==> src/rtl/walk_pkg.sv <==
package walk_pkg;
  typedef enum logic [2:0] {
    WK_IDLE    = 3'd0,
    WK_SETUP_A = 3'd1,
    WK_SETUP_B = 3'd2,
    WK_RUN     = 3'd3,
    WK_DONE    = 3'd4
  } walk_state_e;
endpackage

==> src/rtl/walk_addr.sv <==
module walk_addr #(
  parameter int ADDR_W = 19
) (
  input  logic              clk,
  input  logic              rst_n,
  input  logic              load_i,
  input  logic              adv_i,
  input  logic [ADDR_W-1:0] start_i,
  input  logic [ADDR_W-1:0] end_i,
  input  logic              mode_i,
  output logic [ADDR_W-1:0] cur_o,
  output logic              mode_o,
  output logic              last_o
);
  localparam logic [ADDR_W-1:0] ONE = ADDR_W'(1);

  logic [ADDR_W-1:0] cur_q, cur_d;
  logic [ADDR_W-1:0] end_q, end_d;
  logic              mode_q, mode_d;
  logic              cur_en;

  assign last_o = (cur_q == end_q);

  always_comb begin
    cur_en = load_i | (adv_i & ~last_o);
    cur_d  = load_i ? start_i : (cur_q + ONE);
    end_d  = end_i;
    mode_d = mode_i;
  end

  always_ff @(posedge clk or negedge rst_n) begin
    if (!rst_n) begin
      cur_q  <= '0;
      end_q  <= '0;
      mode_q <= 1'b0;
    end else begin
      if (cur_en) cur_q <= cur_d;
      if (load_i) begin
        end_q  <= end_d;
        mode_q <= mode_d;
      end
    end
  end

  assign cur_o  = cur_q;
  assign mode_o = mode_q;
endmodule

==> src/rtl/walk_ctrl.sv <==
module walk_ctrl
  import walk_pkg::*;
(
  input  logic clk,
  input  logic rst_n,
  input  logic en_i,
  input  logic step_i,
  input  logic last_i,
  output logic load_o,
  output logic access_o,
  output logic setup_o,
  output logic done_o
);
  walk_state_e state_q, state_d;

  always_comb begin
    state_d  = state_q;
    load_o   = 1'b0;
    access_o = 1'b0;
    if (state_q == WK_IDLE) begin
      if (en_i) begin
        load_o  = 1'b1;
        state_d = WK_SETUP_A;
      end
    end else if (!en_i) begin
      state_d = WK_IDLE;
    end else begin
      case (state_q)
        WK_SETUP_A: state_d = WK_SETUP_B;
        WK_SETUP_B: state_d = WK_RUN;
        WK_RUN: begin
          if (step_i) begin
            access_o = 1'b1;
            if (last_i) state_d = WK_DONE;
          end
        end
        WK_DONE: state_d = WK_DONE;
        default: state_d = WK_IDLE;
      endcase
    end
  end

  always_ff @(posedge clk or negedge rst_n) begin
    if (!rst_n) state_q <= WK_IDLE;
    else        state_q <= state_d;
  end

  assign setup_o = (state_q == WK_SETUP_A) || (state_q == WK_SETUP_B);
  assign done_o  = (state_q == WK_DONE);


  done_no_access_chk: assert property (@(posedge clk) disable iff (!rst_n)
    done_o |-> !access_o);
endmodule

==> src/rtl/mem_range_walker.sv <==
module mem_range_walker #(
  parameter int ADDR_W = 19,
  parameter int DATA_W = 8
) (
  input  logic              clk,
  input  logic              rst_n,
  input  logic              en_i,
  input  logic              mode_i,
  input  logic [ADDR_W-1:0] start_addr_i,
  input  logic [ADDR_W-1:0] end_addr_i,
  input  logic [DATA_W-1:0] wdata_i,
  input  logic              step_i,
  output logic [ADDR_W-1:0] mem_addr_o,
  output logic              mem_we_o,
  output logic              mem_en_o,
  output logic [DATA_W-1:0] mem_wdata_o,
  input  logic [DATA_W-1:0] mem_rdata_i,
  output logic [DATA_W-1:0] rdata_o,
  output logic              done_o
);
  logic              load, access, setup, last, mode;
  logic [ADDR_W-1:0] cur;

  walk_ctrl u_ctrl (
    .clk      (clk),
    .rst_n    (rst_n),
    .en_i     (en_i),
    .step_i   (step_i),
    .last_i   (last),
    .load_o   (load),
    .access_o (access),
    .setup_o  (setup),
    .done_o   (done_o)
  );

  walk_addr #(.ADDR_W(ADDR_W)) u_addr (
    .clk     (clk),
    .rst_n   (rst_n),
    .load_i  (load),
    .adv_i   (access),
    .start_i (start_addr_i),
    .end_i   (end_addr_i),
    .mode_i  (mode_i),
    .cur_o   (cur),
    .mode_o  (mode),
    .last_o  (last)
  );

  logic [ADDR_W-1:0] addr_q;
  logic [DATA_W-1:0] wdata_q;
  logic              en_q, we_q;

  always_ff @(posedge clk or negedge rst_n) begin
    if (!rst_n) begin
      addr_q  <= '0;
      wdata_q <= '0;
      en_q    <= 1'b0;
      we_q    <= 1'b0;
    end else begin
      en_q <= access;
      we_q <= access & mode;
      if (access) begin
        addr_q  <= cur;
        wdata_q <= wdata_i;
      end
    end
  end

  assign mem_addr_o  = addr_q;
  assign mem_en_o    = en_q;
  assign mem_we_o    = we_q;
  assign mem_wdata_o = wdata_q;
  assign rdata_o     = mem_rdata_i;


  consecutive_addr_chk: assert property (@(posedge clk) disable iff (!rst_n)
    (mem_en_o && $past(mem_en_o)) |-> ((mem_addr_o - $past(mem_addr_o)) == ADDR_W'(1)));

  setup_quiet_chk: assert property (@(posedge clk) disable iff (!rst_n)
    setup |=> !mem_en_o);

  done_hold_chk: assert property (@(posedge clk) disable iff (!rst_n)
    (done_o && en_i) |=> done_o);

  drop_idle_chk: assert property (@(posedge clk) disable iff (!rst_n)
    !en_i |=> (!done_o && !mem_en_o));

  we_within_en_chk: assert property (@(posedge clk) disable iff (!rst_n)
    mem_we_o |-> mem_en_o);
endmodule

==> config.mk <==
export PLATFORM = sky130hd
export DESIGN_NAME = mem_range_walker
export DESIGN_NICKNAME = d
export VERILOG_FILES = /design/src/rtl/walk_pkg.sv /design/src/rtl/walk_addr.sv /design/src/rtl/walk_ctrl.sv /design/src/rtl/mem_range_walker.sv
export SDC_FILE = /design/constraint.sdc
export NUM_CORES = 1
export LEC_CHECK = 0
export ABC_AREA = 1
export BUFFER_PORTS_ARGS = -buffer_cell sky130_fd_sc_hd__buf_2
export CORE_MARGIN = 5
export CORE_UTILIZATION = 35
export CTS_CLUSTER_SIZE = 16
export DETAILED_ROUTE_END_ITERATION = 6
export GPL_TIMING_DRIVEN = 0
export PLACE_DENSITY = 0.56
export SYNTH_ARGS = -nofsm -noshare
export SYNTH_HDL_FRONTEND = slang
export SYNTH_SLANG_ARGS = --single-unit
==> constraint.sdc <==
create_clock -name clk -period 4.8 [get_ports clk]
set_clock_uncertainty 0.2 [all_clocks]
set_input_delay 0.96 -clock clk [delete_from_list [all_inputs] [get_ports clk]]
set_output_delay 0.96 -clock clk [all_outputs]
set_load 0.01 [all_outputs]
* Yosys cells after proc, flatten, opt, wreduce, memory -nomap -nowiden
Index checks and enable logic that the tools add are counted.
** Storage, ports and cells
- Logic and storage cells :: 36
- Output and inout port bits :: 38
- Input bits :: 59
- Flip-flop bits (word level) :: 71
** Operators by class
- Bitwise gates (word level) :: 4
- Equal/unequal tests :: 8
- Add/sub/neg operators :: 1
- Muxes and demuxes :: 13
- Reductions and logical operators :: 2
** Operator list (count)
- $add A19 B1 Y19 const B :: 1
- $eq A19 B19 Y1 :: 1
- $mux W19 :: 1
- $mux W3 :: 5
- $pmux W3 S4 :: 1
- $eq A3 B2 Y1 const B :: 2
- $mux W1 :: 6
- $ne A4 B2 Y1 const B :: 1
- $ne A4 B3 Y1 const B :: 1
- $eq A3 B1 Y1 const B :: 1
- $eq A3 B3 Y1 const B :: 1
- $logic_not A3 Y1 :: 1
- $reduce_and A3 Y1 :: 1
- $and A1 B1 Y1 :: 2
- $ne A2 B2 Y1 const B :: 1
- $not A1 Y1 :: 1
- $or A1 B1 Y1 :: 1

* Logic depth before layout (Yosys ltp)
Gate-level depths: netlist (run 1).
- Depth in word-level cells :: 6
- Depth in mapped cells :: 12

* Cells and area by module
From an unflattened synthesis (run 1), not the netlist that was laid out.
** Second synthesis, totals
- Cells, all modules :: 533
- Area total of the unflattened synthesis :: 3803.6 um^2
** By module, submodules not included
- walk_addr :: instances 1, area an instance 2468.6 um^2, sequential area each 975.9 um^2, cells each 377
- mem_range_walker :: instances 1, area an instance 1149.9 um^2, sequential area each 725.7 um^2, cells each 126
- walk_ctrl :: instances 1, area an instance 185.2 um^2, sequential area each 75.1 um^2, cells each 30

* Worst setup path after synthesis (run 1)
Ideal clock, no wire load.
- Path type :: input port to output port
- From :: input port mem_rdata_i[0]
- To :: output port rdata_o[0]
- Path slack :: 2.561 ns
- Buffers on the path :: 1
- Data arrival time :: 1.079 ns
- Stages on the path :: 1
- Cells stage by stage :: buf_4
** RTL lines
- from (decl) :: line mem_range_walker.sv:17 : input logic [DATA_W-1:0] mem_rdata_i,
- to (decl) :: line mem_range_walker.sv:18 : output logic [DATA_W-1:0] rdata_o,
No word-level cell between the ends.

* Worst setup path in the final report (run 1)
- From :: register u_ctrl.state_q[0]
- To :: output port done_o
** On the way
- Word-level cells in the longest chain between the ends :: 1
** Ends and longest elaborated chain
- from (decl) :: line walk_ctrl.sv:14 : walk_state_e state_q, state_d;
- from (signal assigned) :: line walk_ctrl.sv:45 : else state_q <= state_d;
- $eq A3 B3 Y1 :: line walk_ctrl.sv:49 : assign done_o = (state_q == WK_DONE);
- to (decl) :: line mem_range_walker.sv:19 : output logic done_o
Every way passes these cells.

==> flow_metrics.py, run 1 <==
metrics = {
    "grt": {
        "grt_pass1_vias": 3487,
        "grt_max_degree": 46,
        "overflow": 0,
        "grt_pass1_wl_um": 17100,
        "antenna_found_initial": 0,
        "grt_use_total_pct": 16.8,
    },
    "floorplanning": {
        "start_util_pct": 36.2,
        "io-pin-count": 97,
        "fp.dieArea_um2": 12900,
        "die_h_um": 114,
        "rows": 37,
        "die_x_um": 114,
        "core_um2": 10400,
    },
    "sta": {
        "setup_viol": 0,
        "final.setup.tns_ps": 0,
        "layout_min_cycle_time_ps": 2510,
        "rsz0062_at_grt": "no",
        "worst_pin_slew_ps": 566,
        "holdWs_ps": 271,
        "maxSlewHeadroom_pct": 62.3,
        "hold_violations": 0,
        "min_period_over_period_pct": 52.3,
        "maxSlewViolCount": 0,
        "max_freq_ghz": 0.398,
    },
    "drt": {
        "ant_nets": 0,
        "drt_iter0_markers": 175,
        "avgViaCountPerCell": 4.78,
        "drc_errors": 0,
        "drtPass1Iterations": 5,
        "vias": 3512,
        "wirelength_um": 10400,
        "wl_per_cell_um": 14.2,
    },
    "worst_setup_path": {
        "required_ps": 3640,
        "cp.arrival_ps": 1350,
        "critPathCapture": "done_o",
        "r2r-end": "u_addr.cur_o[10]$_DFFE_PN0P_",
        "r2r_setup_slack_ps": 2690,
        "crit_path_start_kind": "flop",
        "r2r_cells": 10,
        "r2r_start": "u_addr.cur_o[0]$_DFFE_PN0P_",
        "crit_fanout": 3,
        "end_kind": "output pin",
        "path_class": "flop to output pin",
        "crit_path_start": "u_ctrl.state_q[0]$_DFFE_PN0P_",
    },
    "final_layout": {
        "syn_to_final_growth_pct": 22.2,
        "fillCellCount": 1117,
        "nNetsFinal": 653,
        "layout-drive-gt1-share_pct": 28.8,
        "diodes": 0,
        "multiInputGateArea_um2": 1680,
        "fin_cells": 734,
        "seq_area_um2": 1780,
    },
    "yosys": {
        "synthTopCellsByArea": "dfrtp_1 (47%), nand2_1 (19%), o21ai_0 (4.8%)",
        "synth_cells": 493,
        "ys.warnings.count": 0,
        "syn_nets": 553,
        "yosysTopAreaCell": "dfrtp_1",
        "avgSynthCellArea_um2": 7.64,
        "ys_seq_area_share_pct": 47.1,
        "synth_async_sr_flop_share_pct": 100,
        "synth_top_area_share_pct": 47.1,
        "synth-seq-cells": 71,
        "yosysMostFrequentCell": "nand2_1",
        "syn-cell-area_um2": 3770,
        "synth_flop_cell": "dfrtp_1",
        "synth_edf_count": 0,
        "synth_cell_types": 25,
        "ys_top_cells_by_count": "nand2_1 (189), dfrtp_1 (71), o21ai_0 (36), nor2_1 (33), inv_1 (30)",
    },
    "clocking": {
        "cts_made_buffers": 9,
        "clk-insertion-delay-late_ps": 350,
        "ctsResizeCount": 0,
        "cts_tree": "yes",
        "cts.path.max_buffers": 2,
        "cts_root_buf": "clkbuf_8",
        "ctsHoldBuffers": 0,
        "htree_levels": 3,
        "post_cts_buffers": 0,
        "clkTransAtPathRegs_ps": 80,
        "cts_num_sinks": 71,
    },
    "placed_design": {
        "portBuffers": 88,
        "post-place-cells": 718,
        "gp_congestion": 0.838,
        "dp.final_hpwl_um": 7870,
    },
    "power_and_ir_drop": {
        "p_per_area_nw_per_um2": 582,
        "p_leak_nw": 2.39,
        "ir_worst_vdd_mv": 0.261,
    },
    "status": {
        "outcome": "completed",
    },
    "min_path": {
        "hold_path_class": "flop to flop",
        "hold_depth": 2,
    },
    "run": {
        "cap_violations": 0,
    },
}
## stage by stage
| step | setup slack (ps) | area [um2] | power (W) | utilization [%] |
|---|---|---|---|---|
| floorplan | 2560 | 3770 | 0.00183 | - |
| global placement | 2090 | 4380 | 0.00219 | 42.0 |
| detailed placement | 2200 | 4410 | 0.00221 | 42.3 |
| CTS | 2240 | 4610 | 0.00271 | 44.2 |
| global route | 2130 | 4610 | 0.00292 | 44.2 |
| finish | 2290 | 4610 | 0.00268 | 44.2 |
## worst min path at each step
stage | startpoint | endpoint | slack (ps)
floorplan | u_addr.mode_o$_DFFE_PN0P_ | mem_we_o$_DFF_PN0_ | 260
global placement | mem_wdata_o[7]$_DFFE_PN0N_ | mem_wdata_o[7]$_DFFE_PN0N_ | 250
detailed placement | mem_wdata_o[2]$_DFFE_PN0N_ | mem_wdata_o[2]$_DFFE_PN0N_ | 250
CTS | mem_wdata_o[2]$_DFFE_PN0N_ | mem_wdata_o[2]$_DFFE_PN0N_ | 270
global route | mem_wdata_o[1]$_DFFE_PN0N_ | mem_wdata_o[1]$_DFFE_PN0N_ | 300
finish | mem_wdata_o[2]$_DFFE_PN0N_ | mem_wdata_o[2]$_DFFE_PN0N_ | 270
## flip-flops by register name (all words and copies together) (netlist names)
| name | cells |
|---|---|
| u_ctrl.state_q | 3 |
| mem_wdata_o | 8 |
| mem_we_o | 1 |
| u_addr.cur_o | 19 |
| mem_en_o | 1 |
| u_addr.end_q | 19 |
| u_addr.mode_o | 1 |
| mem_addr_o | 19 |
## power by group
part	internal, W	switching [W]
logic	0.000439	0.000709
clock network	0.000241	0.000243
registers	0.000845	0.000204
total	0.00153	0.00116
## layout by cell type, fill, tap and decap left out, types with 3 or more instances in the layout
cell type	instances
buf_6	3
o21ai_2	15
o21ai_1	5
xor2_1	9
nand2_2	11
nand3_2	3
buf_2	93
clkbuf_1	7
nand2_1	189
o21ai_0	36
clkbuf_8	9
nand3_1	28
inv_2	14
inv_1	30
nor3_1	7
dfrtp_1	71
xnor2_1	6
nand2_4	3
nor2_1	33
buf_4	9
## critical path: stages, from the launching register on
cell	delay, ps
dfrtp_1	400
nor2_1	230
inv_1	110
nor2_1	120
buf_2	150
## routing by layer
| layer | track usage (%) | wire length, um | vias up |
|---|---|---|---|
| met5 | 0 | 0 | - |
| met4 | 4.33 | 68 | 0 |
| met3 | 3.87 | 754 | 8 |
| met2 | 27.4 | 4850 | 116 |
| met1 | 22.4 | 4770 | 1652 |
| li1 | - | - | 1736 |
## cell type report
cell class                      count  share of cell area, %
Inverter                           44                   3.59
Buffer                             24                   3.26
Clock inverter                      7                   1.58
Timing Repair Buffer               89                   10.2
Clock buffer                        9                   2.69
Tap cell                          136                   3.69
Multi-Input combinational cell    354                   36.4
Sequential cell                    71                   38.6
## cells by family (layout without fill, tap and decap cells)
family	after synthesis	count (layout)	share of synthesized area, %
buf+inv	68	173	8.37
flops	71	71	47.1
simple gates	278	278	30.9
xor+xnor	15	15	3.49
fa+ha+maj	1	1	0.332
compound gates	60	60	9.73
Power figures use the tool's default switching activity.
==> inputs of run 2 (changes only) <==
Settings changed: PLACE_DENSITY 0.56 to 0.58.
Clock period 4.8 ns to 2.3 ns, I/O delays scaled along.
==> flow_metrics.py, run 2 (synthesis results as in run 1) <==
metrics = {
    "status": {
        "outcome": "completed",
    },
    "run": {
        "cap_violations": 0,
    },
    "floorplanning": {
        "rows": 37,
        "start_util_pct": 36.2,
        "core_um2": 10400,
        "io-pin-count": 97,
        "die_h_um": 114,
        "die_x_um": 114,
        "fp.dieArea_um2": 12900,
    },
    "final_layout": {
        "final_cell_mix": "nand2_1 (189), buf_2 (93), dfrtp_1 (71), o21ai_0 (36), nor2_1 (33)",
        "syn_to_final_growth_pct": 22.4,
        "diodes": 0,
        "stdcell_area_um2": 4610,
        "layout-drive-gt1-share_pct": 28.7,
        "nNetsFinal": 654,
        "final_util_pct": 44.3,
        "final_common_cell": "nand2_1",
    },
    "placed_design": {
        "dp.final_hpwl_um": 7840,
        "portBuffers": 88,
        "place_area_um2": 4410,
        "gp_congestion": 0.838,
        "dp_slack_ps": 197,
    },
    "min_path": {
        "hold_path_class": "input port to flop",
        "hold_depth": 3,
    },
    "sta": {
        "layout_min_cycle_time_ps": 2070,
        "rsz0062_at_grt": "no",
        "worst_pin_slew_ps": 521,
        "setup_viol": 0,
        "final.setup.tns_ps": 0,
        "fin_ws_ps": 228,
        "maxSlewViolCount": 0,
        "hold_violations": 0,
        "min_period_over_period_pct": 90.1,
        "maxSlewHeadroom_pct": 65.3,
        "max_freq_ghz": 0.483,
    },
    "clocking": {
        "cts_root_buf": "clkbuf_8",
        "cts_tree": "yes",
        "cts_made_buffers": 9,
        "clk-insertion-delay-late_ps": 350,
        "clkTransAtPathRegs_ps": 80,
        "htree_levels": 3,
        "cts.path.max_buffers": 2,
        "cts_num_sinks": 71,
        "post_cts_buffers": 0,
        "ctsResizeCount": 0,
    },
    "drt": {
        "wl_per_cell_um": 13.7,
        "ant_nets": 0,
        "drtPass1Iterations": 4,
        "wirelength_um": 10100,
        "vias": 3412,
        "drt_iter0_markers": 203,
        "drc_errors": 0,
        "avgViaCountPerCell": 4.64,
    },
    "grt": {
        "grt_use_total_pct": 16.4,
        "overflow": 0,
        "grt_pass1_vias": 3469,
        "grt_max_degree": 48,
        "grt_pass1_wl_um": 16900,
        "antenna_found_initial": 0,
    },
    "worst_setup_path": {
        "cp.arrival_ps": 2120,
        "path_class": "flop to flop",
        "r2r_cells": 9,
        "required_ps": 2340,
        "crit_path_start_kind": "flop",
        "crit_fanout": 8,
        "end_kind": "flop",
    },
    "power_and_ir_drop": {
        "p_leak_nw": 2.39,
        "p_per_area_nw_per_um2": 1210,
        "ir_worst_vdd_mv": 0.546,
    },
}
run 2: cell count changes in the layout (fill, tap and decap cells not counted), sizes merged:
| cell | before | now |
|---|---|---|
| dlygate4sd3 | 0 | 1 |
| clkinvlp | 2 | 3 |
| clkinv | 3 | 2 |
run 2: final timing paths:
path                                             startpoint                            to  slack (ps)
worst min register to register   mem_addr_o[15]$_DFFE_PN0N_    mem_addr_o[15]$_DFFE_PN0N_         270
max in group asynchronous                             rst_n  u_addr.cur_o[11]$_DFFE_PN0P_         990
worst min-delay path                         end_addr_i[10]  u_addr.end_q[10]$_DFFE_PN0P_         110
worst max-delay path            u_addr.cur_o[0]$_DFFE_PN0P_  u_addr.cur_o[16]$_DFFE_PN0P_         230
worst max register to register  u_addr.cur_o[0]$_DFFE_PN0P_  u_addr.cur_o[16]$_DFFE_PN0P_         230
min in group asynchronous                             rst_n     mem_addr_o[4]$_DFFE_PN0N_         360
run 2: through the flow:
| stage | hold WS, ps | total power, W | std cells |
|---|---|---|---|
| CTS | 93.0 | 0.00563 | 735 |
| global route | 105 | 0.00608 | 735 |
| floorplan | -35.6 | 0.00383 | 493 |
| detailed placement | 204 | 0.00461 | 718 |
| global placement | 248 | 0.00454 | 717 |
| finish | 105 | 0.00557 | 735 |
run 2: cell type report:
type                    instances  area [um2]
fillers                      1122        5800
clock inverters                 7        71.3
flip-flops and latches         71        1780
repair buffers                 90         480
clock buffers                   9         124
well taps                     136         170
inverters                      44         165
multi-input cells             354        1680
plain buffers                  24         150
run 2: per-layer routing:
layer | up-vias | GRT usage (%) | share of wire, %
met1 | 1569 | 22.5 | 47
met2 | 94 | 26.5 | 46
met3 | 6 | 4.24 | 7.1
li1 | 1743 | - | -
met4 | 0 | 3.21 | 0.67
met5 | - | 0 | 0
run 2: report_power, final:
group	internal (W)	total, W	switching, W
sequential	0.00176	0.00219	0.000427
clock	0.000500	0.000995	0.000495
combinational	0.000917	0.00238	0.00146
run 2: worst max-delay path: stages, from the launching register on:
cell,delay [ps]
dfrtp_1,520
ha_1,300
nand3_1,180
inv_1,140
nand2_1,100
nor2_1,160
xor2_1,150
o21ai_0,90
nand2_1,80
o21ai_2,50
run 2: what timing repair did:
item	CTS	global route
hold buffers	1	0
endpoints found under the hold margin	24	0
setup endpoints to repair	0	0
